===== config.mk =====
export PLATFORM = sky130hd
export DESIGN_NAME = alarm_irq_mux
export DESIGN_NICKNAME = d
export VERILOG_FILES = /design/src/rtl/alm_pkg.sv /design/src/rtl/alm_regs.sv /design/src/rtl/alm_match.sv /design/src/rtl/irq_mux.sv /design/src/rtl/alarm_irq_mux.sv
export SDC_FILE = /design/constraint.sdc
export NUM_CORES = 1
export LEC_CHECK = 0
export BUFFER_PORTS_ARGS = -buffer_cell sky130_fd_sc_hd__buf_2
export CAP_MARGIN = 5
export CORE_ASPECT_RATIO = 1.2
export CORE_MARGIN = 2
export CORE_UTILIZATION = 45
export CTS_BUF_LIST = sky130_fd_sc_hd__clkbuf_8 sky130_fd_sc_hd__clkbuf_16
export CTS_CLUSTER_DIAMETER = 40
export CTS_CLUSTER_SIZE = 10
export DETAILED_ROUTE_END_ITERATION = 8
export PLACE_DENSITY = 0.75
export RECOVER_POWER = 25
export SLEW_MARGIN = 20
export SYNTH_ARGS = -nofsm -noshare
export SYNTH_HDL_FRONTEND = slang
export SYNTH_HIERARCHICAL = 1
export SYNTH_SLANG_ARGS = --single-unit

===== constraint.sdc =====
create_clock -name clk -period 1.3 [get_ports clk]
set_input_delay 0.065 -clock clk [delete_from_list [all_inputs] [get_ports clk]]
set_output_delay 0.065 -clock clk [all_outputs]
set_load 0.02 [all_outputs]

===== src/rtl/alm_pkg.sv =====
package alm_pkg;

  localparam int FIELD_W = 8;
  localparam int NUM_FIELDS = 4;

  typedef struct packed {
    logic [FIELD_W-1:0] date;
    logic [FIELD_W-1:0] hour;
    logic [FIELD_W-1:0] min;
    logic [FIELD_W-1:0] sec;
  } tod_t;

  typedef enum logic [2:0] {
    GRAN_SECOND = 3'd0,
    GRAN_MINUTE = 3'd1,
    GRAN_HOUR   = 3'd2,
    GRAN_DAY    = 3'd3,
    GRAN_MONTH  = 3'd4
  } gran_e;

  // repeat code ordered {date, hour, min, sec} bit 7
  function automatic gran_e decode_repeat(input tod_t alm);
    logic [3:0] code;
    code = {alm.date[7], alm.hour[7], alm.min[7], alm.sec[7]};
    case (code)
      4'b1110: decode_repeat = GRAN_MINUTE;
      4'b1100: decode_repeat = GRAN_HOUR;
      4'b1000: decode_repeat = GRAN_DAY;
      4'b0000: decode_repeat = GRAN_MONTH;
      default: decode_repeat = GRAN_SECOND;
    endcase
  endfunction

  // per-field equality, index 0 sec .. 3 date
  function automatic logic [3:0] field_equal(input tod_t alm, input tod_t now);
    logic [3:0] eq;
    eq[0] = ((alm.sec  ^ now.sec)  & 8'h7F) == 8'h00;
    eq[1] = ((alm.min  ^ now.min)  & 8'h7F) == 8'h00;
    eq[2] = ((alm.hour ^ now.hour) & 8'h3F) == 8'h00;
    eq[3] = ((alm.date ^ now.date) & 8'h3F) == 8'h00;
    return eq;
  endfunction

  function automatic logic alarm_hit(input gran_e g, input logic [3:0] eq);
    case (g)
      GRAN_MINUTE: alarm_hit = eq[0];
      GRAN_HOUR:   alarm_hit = &eq[1:0];
      GRAN_DAY:    alarm_hit = &eq[2:0];
      GRAN_MONTH:  alarm_hit = &eq[3:0];
      default:     alarm_hit = 1'b1;
    endcase
  endfunction

endpackage


===== src/rtl/alm_regs.sv =====
module alm_regs
  import alm_pkg::*;
#(
  parameter int SEL_W = 2,
  parameter int AE_BIT = 1,
  parameter int BE_BIT = 0,
  parameter int IEN_W = 2
) (
  input  logic               clk,
  input  logic               rst_n,
  input  logic               alm_wr_en,
  input  logic [SEL_W-1:0]   alm_wr_sel,
  input  logic [FIELD_W-1:0] alm_wr_data,
  input  logic               ien_wr_en,
  input  logic [IEN_W-1:0]   ien_wr_data,
  output tod_t               alm_set,
  output logic               alm_en,
  output logic               bkp_en
);

  logic [FIELD_W-1:0] reg_q [NUM_FIELDS];

  for (genvar g = 0; g < NUM_FIELDS; g++) begin : g_field
    always_ff @(posedge clk or negedge rst_n) begin
      if (!rst_n)
        reg_q[g] <= '0;
      else if (alm_wr_en && (alm_wr_sel == SEL_W'(g)))
        reg_q[g] <= alm_wr_data;
    end
  end

  assign alm_set = '{date: reg_q[3], hour: reg_q[2], min: reg_q[1], sec: reg_q[0]};

  always_ff @(posedge clk or negedge rst_n) begin
    if (!rst_n) begin
      alm_en <= 1'b0;
      bkp_en <= 1'b0;
    end else if (ien_wr_en) begin
      alm_en <= ien_wr_data[AE_BIT];
      bkp_en <= ien_wr_data[BE_BIT];
    end
  end

  // enables change only through an enable write
  assert_ien_hold_R9: assert property (@(posedge clk) disable iff (!rst_n)
    !ien_wr_en |=> ($stable(alm_en) && $stable(bkp_en)));

endmodule


===== src/rtl/alm_match.sv =====
module alm_match
  import alm_pkg::*;
(
  input  logic clk,
  input  logic rst_n,
  input  tod_t alm_set,
  input  tod_t now,
  input  logic sec_tick,
  input  logic flags_rd,
  output logic hit,
  output logic alarm_flag
);

  gran_e      gran;
  logic [3:0] eq;
  logic       set_ev;

  assign gran   = decode_repeat(alm_set);
  assign eq     = field_equal(alm_set, now);
  assign hit    = alarm_hit(gran, eq);
  assign set_ev = sec_tick && hit;

  always_ff @(posedge clk or negedge rst_n) begin
    if (!rst_n)
      alarm_flag <= 1'b0;
    else if (set_ev)
      alarm_flag <= 1'b1;
    else if (flags_rd)
      alarm_flag <= 1'b0;
  end

  assert_flag_set_R7: assert property (@(posedge clk) disable iff (!rst_n)
    (sec_tick && hit) |=> alarm_flag);

  assert_flag_hold_R7: assert property (@(posedge clk) disable iff (!rst_n)
    (!sec_tick && !flags_rd) |=> $stable(alarm_flag));

  assert_flag_clear_R8: assert property (@(posedge clk) disable iff (!rst_n)
    (flags_rd && !(sec_tick && hit)) |=> !alarm_flag);

  // all repeat bits set means any time matches
  assert_every_second_R2: assert property (@(posedge clk) disable iff (!rst_n)
    (alm_set.sec[7] && alm_set.min[7] && alm_set.hour[7] && alm_set.date[7]) |-> hit);

endmodule


===== src/rtl/irq_mux.sv =====
module irq_mux (
  input  logic clk,
  input  logic rst_n,
  input  logic alarm_flag,
  input  logic alm_en,
  input  logic bkp_en,
  input  logic backup_mode,
  input  logic wdog_irq,
  input  logic wdog_steer,
  input  logic wdog_reg_zero,
  input  logic osc_stop,
  input  logic ft_en,
  input  logic tone_strobe,
  output logic alarm_drive,
  output logic tone_on,
  output logic irq_oe
);

  logic tone_q;

  assign alarm_drive = alarm_flag && alm_en && (!backup_mode || bkp_en);
  assign tone_on     = !osc_stop && ft_en && !alm_en && (wdog_steer || wdog_reg_zero);

  always_ff @(posedge clk or negedge rst_n) begin
    if (!rst_n)
      tone_q <= 1'b0;
    else if (!tone_on)
      tone_q <= 1'b0;
    else if (tone_strobe)
      tone_q <= !tone_q;
  end

  // fixed priority: alarm, watchdog, tone
  always_comb begin
    if (alarm_drive)    irq_oe = 1'b1;
    else if (wdog_irq)  irq_oe = 1'b1;
    else if (tone_on)   irq_oe = tone_q;
    else                irq_oe = 1'b0;
  end

  assert_wdog_wins_R11: assert property (@(posedge clk) disable iff (!rst_n)
    wdog_irq |-> irq_oe);

  assert_backup_gate_R9: assert property (@(posedge clk) disable iff (!rst_n)
    (backup_mode && !bkp_en && !wdog_irq && !tone_on) |-> !irq_oe);

  assert_tone_toggle_R10: assert property (@(posedge clk) disable iff (!rst_n)
    (tone_on && $past(tone_on) && $past(tone_strobe) && !wdog_irq && !alarm_drive
     && !$past(wdog_irq) && !$past(alarm_drive)) |-> (irq_oe != $past(irq_oe)));

  assert_tone_idle_R10: assert property (@(posedge clk) disable iff (!rst_n)
    (!tone_on && !wdog_irq && !alarm_drive) |-> !irq_oe);

endmodule


===== src/rtl/alarm_irq_mux.sv =====
module alarm_irq_mux
  import alm_pkg::*;
#(
  parameter int SEL_W = 2,
  parameter int IEN_W = 2,
  parameter int AE_BIT = 1,
  parameter int BE_BIT = 0
) (
  input  logic               clk,
  input  logic               rst_n,
  input  logic               alm_wr_en,
  input  logic [SEL_W-1:0]   alm_wr_sel,
  input  logic [FIELD_W-1:0] alm_wr_data,
  input  logic               ien_wr_en,
  input  logic [IEN_W-1:0]   ien_wr_data,
  input  logic               flags_rd,
  input  logic [FIELD_W-1:0] cur_sec,
  input  logic [FIELD_W-1:0] cur_min,
  input  logic [FIELD_W-1:0] cur_hour,
  input  logic [FIELD_W-1:0] cur_date,
  input  logic               sec_tick,
  input  logic               backup_mode,
  input  logic               wdog_irq,
  input  logic               wdog_steer,
  input  logic               wdog_reg_zero,
  input  logic               osc_stop,
  input  logic               ft_en,
  input  logic               tone_strobe,
  output logic               alarm_flag,
  output logic               irq_oe
);

  tod_t alm_set;
  tod_t now;
  logic alm_en;
  logic bkp_en;
  logic hit;
  logic alarm_drive;
  logic tone_on;

  assign now = '{date: cur_date, hour: cur_hour, min: cur_min, sec: cur_sec};

  alm_regs #(
    .SEL_W(SEL_W), .AE_BIT(AE_BIT), .BE_BIT(BE_BIT), .IEN_W(IEN_W)
  ) u_regs (
    .clk(clk), .rst_n(rst_n),
    .alm_wr_en(alm_wr_en), .alm_wr_sel(alm_wr_sel), .alm_wr_data(alm_wr_data),
    .ien_wr_en(ien_wr_en), .ien_wr_data(ien_wr_data),
    .alm_set(alm_set), .alm_en(alm_en), .bkp_en(bkp_en)
  );

  alm_match u_match (
    .clk(clk), .rst_n(rst_n),
    .alm_set(alm_set), .now(now),
    .sec_tick(sec_tick), .flags_rd(flags_rd),
    .hit(hit), .alarm_flag(alarm_flag)
  );

  irq_mux u_mux (
    .clk(clk), .rst_n(rst_n),
    .alarm_flag(alarm_flag), .alm_en(alm_en), .bkp_en(bkp_en),
    .backup_mode(backup_mode), .wdog_irq(wdog_irq),
    .wdog_steer(wdog_steer), .wdog_reg_zero(wdog_reg_zero),
    .osc_stop(osc_stop), .ft_en(ft_en), .tone_strobe(tone_strobe),
    .alarm_drive(alarm_drive), .tone_on(tone_on), .irq_oe(irq_oe)
  );

  // the alarm never drives the pin without its enable
  assert_alarm_needs_enable_R9: assert property (@(posedge clk) disable iff (!rst_n)
    (alarm_flag && !alm_en && !wdog_irq && !tone_on) |-> !irq_oe);

endmodule


==> out/results.md <==
### Clock network
- post-CTS clock slew at the launch and capture registers of the worst setup and hold paths: 0.06 ns
- number of post-CTS setup repair buffers: 0
- CTS tree: done
- Clk Latency, worst-skew pair: 0.28 ns
- number of buffers added by the clock tree synthesis step: 5
- Clock Tree Buf Depth: 2
- CTS Sinks: 34
- clock root buffer: sky130_fd_sc_hd__clkbuf_8
- Clock H-tree levels: 2

### Drt
- number of vias per cell: 5.21
- Remaining DRCs: 0
- routed wire length: 3570 um
- Post-DRT Antenna Nets: 0
- number of DRC markers after the initial detailed-route iteration: 21
- Via Count: 1,182
- Avg WL per Cell: 15.7 um
- drt first pass iters: 4

### Timing
- highest clock frequency the design can meet: 667 MHz
- setup repair after global routing missed its margin: true
- minimum setup slack in the final design: -0.200 ns
- final setup violation count: 2
- final critical-path share of the clock period: 115%
- transition time of the tightest slew-check pin: 0.812 ns
- relative slew slack: 45.8%
- final hold violation count: 0
- final slew viol count: 0
- clk_skew: 0.00557 ns
- minimum clock period after layout: 1.50 ns

### Power and ir drop
- leakage power total: 0.977 nW
- highest ir drop seen on vdd: 0.000983 V
- overall power after layout: 2.78 mW
- Cell Pwr Density: 1310 nW/um2

### Worst setup path
- count of buffer and inverter cells on the critical path: 0
- Critical Path Max Stage Delay: 0.39 ns
- Worst Setup Start Kind: flop
- CP Class: reg2reg
- delay-heaviest family, CP: simple AND/OR/NAND/NOR gates
- slowest library cell on the worst path: sky130_fd_sc_hd__dfrtp_1
- worst setup path start: u_regs/alm_set[10]
- startpoint of the worst-slack reg-to-reg timing path: u_regs/alm_set[10]
- arrival time of the worst setup path: 1.71 ns
- critical path capture point type: flop
- worst-path maximum fanout: 2
- required arrival time at the worst endpoint: 1.51 ns
- critical-path cell list: xor2_1 > nor4_2 > nand4_1 > nor4b_2 > nand4b_1

### Place
- Detailed Place HPWL: 2870 um
- final estimated routing congestion in global placement: 0.780
- DP Area: 2020 um2
- worst setup timing slack at the placement stage: -0.231 ns
- cell count after placement: 218
- Port Buffers: 52

### GRT
- number of antenna violations at the first check in global routing: 0
- total routing usage reported by global routing: 19.1%
- maximum number of pins on one net before global-route repair: 21
- vias in the first global route: 1,296
- global-route wire length before repair: 5870 um
- GRT overflow: 0

### Run
- max-cap violation count: 0

### Finish
- total non-filler cell area in the finished layout: 2130 um2
- final layout net count: 244
- final instance count without filler cells: 227
- share of layout cells above drive strength 1: 54.3%
- final standard cell utilization of the core: 59.2%
- antenna cells: 0
- Area Overhead vs Synth: 27.3%
- number of filler cells placed in the layout: 298

### Logic synthesis
- number of synthesis warnings: 6
- Avg Inst Size Synth: 13.5 um2
- Gate Count Post-Synth: 124
- net count after synthesis: 181
- summed instance area of the synthesized netlist: 1680 um2

### Outcome
- failing checks: negative setup slack
- run status: finished, violations left

### Die
- total core area: 3600 um2
- Initial Util: 46.5%
- Die ar.: 4230 um2
- overall die height: 70.8 um
- Cell Rows: 24
- number of top-level design ports: 59
- die width: 59.7 um

### Worst hold path
- Worst Hold Class: in2reg
- startpoint of the worst hold path: ien_wr_data[1]

[where the power goes]
group / switching, mW / total, mW / internal, mW
registers: 0.134 / 1.38 / 1.25
logic: 0.257 / 0.621 / 0.364
clock network: 0.360 / 0.779 / 0.419
[what timing repair did]
item,in CTS,in global routing
hold buffers,1,0
resized for setup,3,2
endpoints found under the setup margin,2,2
hold endpoints to repair,14,0
pin swaps,4,1
[per-layer routing]
layer / wire length, um / up-vias / track usage [%]
met3: 159 / 4 / 4.39
met2: 1980 / 33 / 34.4
li1: - / 568 / -
met5: 0 / - / 0
met1: 1370 / 577 / 20.6
met4: 59 / 0 / 8.15
[flip-flops by register name, summed over array words and instances, names as in the netlist]
signal	count
u_match/alarm_flag	1
u_regs/bkp_en	1
u_regs/alm_set	30
u_mux/tone_q	1
u_regs/alm_en	1
[area by class of cell]
class / count / area, um2 / share of cell area [%]
Sequential cell: 34 / 851 / 39.9
Multi-Input combinational cell: 88 / 836 / 39.2
Clock buffer: 6 / 82.6 / 3.87
Tap cell: 39 / 48.8 / 2.29
Clock inverter: 2 / 8.76 / 0.411
Timing Repair Buffer: 56 / 298 / 14.0
Inverter: 2 / 7.51 / 0.352
[stage by stage]
stage	TNS [ns]	hold slack, ns
CTS	-0.199	0.00988
finish	-0.212	0.0168
detailed placement	-0.231	0.00620
floorplan	0	-0.231
global route	-1.51	0.0152
global placement	-0.169	-0.00384
[layout by cell type, fill, tap and decap left out, drive strengths merged, types with 3 or more instances in the layout]
cell,instances
buf,54
dfrtp,34
mux2,32
xnor2,14
xor2,13
clkbuf,7
inv,3
nand3,3
nor2,3
nor4,3
[worst paths after layout]
path / to / slack (ns) / depth (start not counted)
min in group asynchronous: u_regs/alm_set[13] / 0.39 / 2
setup / recovery: u_match/alarm_flag / -0.20 / 5
setup reg to reg: u_match/alarm_flag / -0.20 / 5
hold / removal: u_regs/alm_en / 0.02 / 2
hold reg to reg: u_regs/bkp_en / 0.52 / 1
max in group asynchronous: u_regs/alm_set[19] / 0.14 / 3
(Power assumes the default switching activity.)
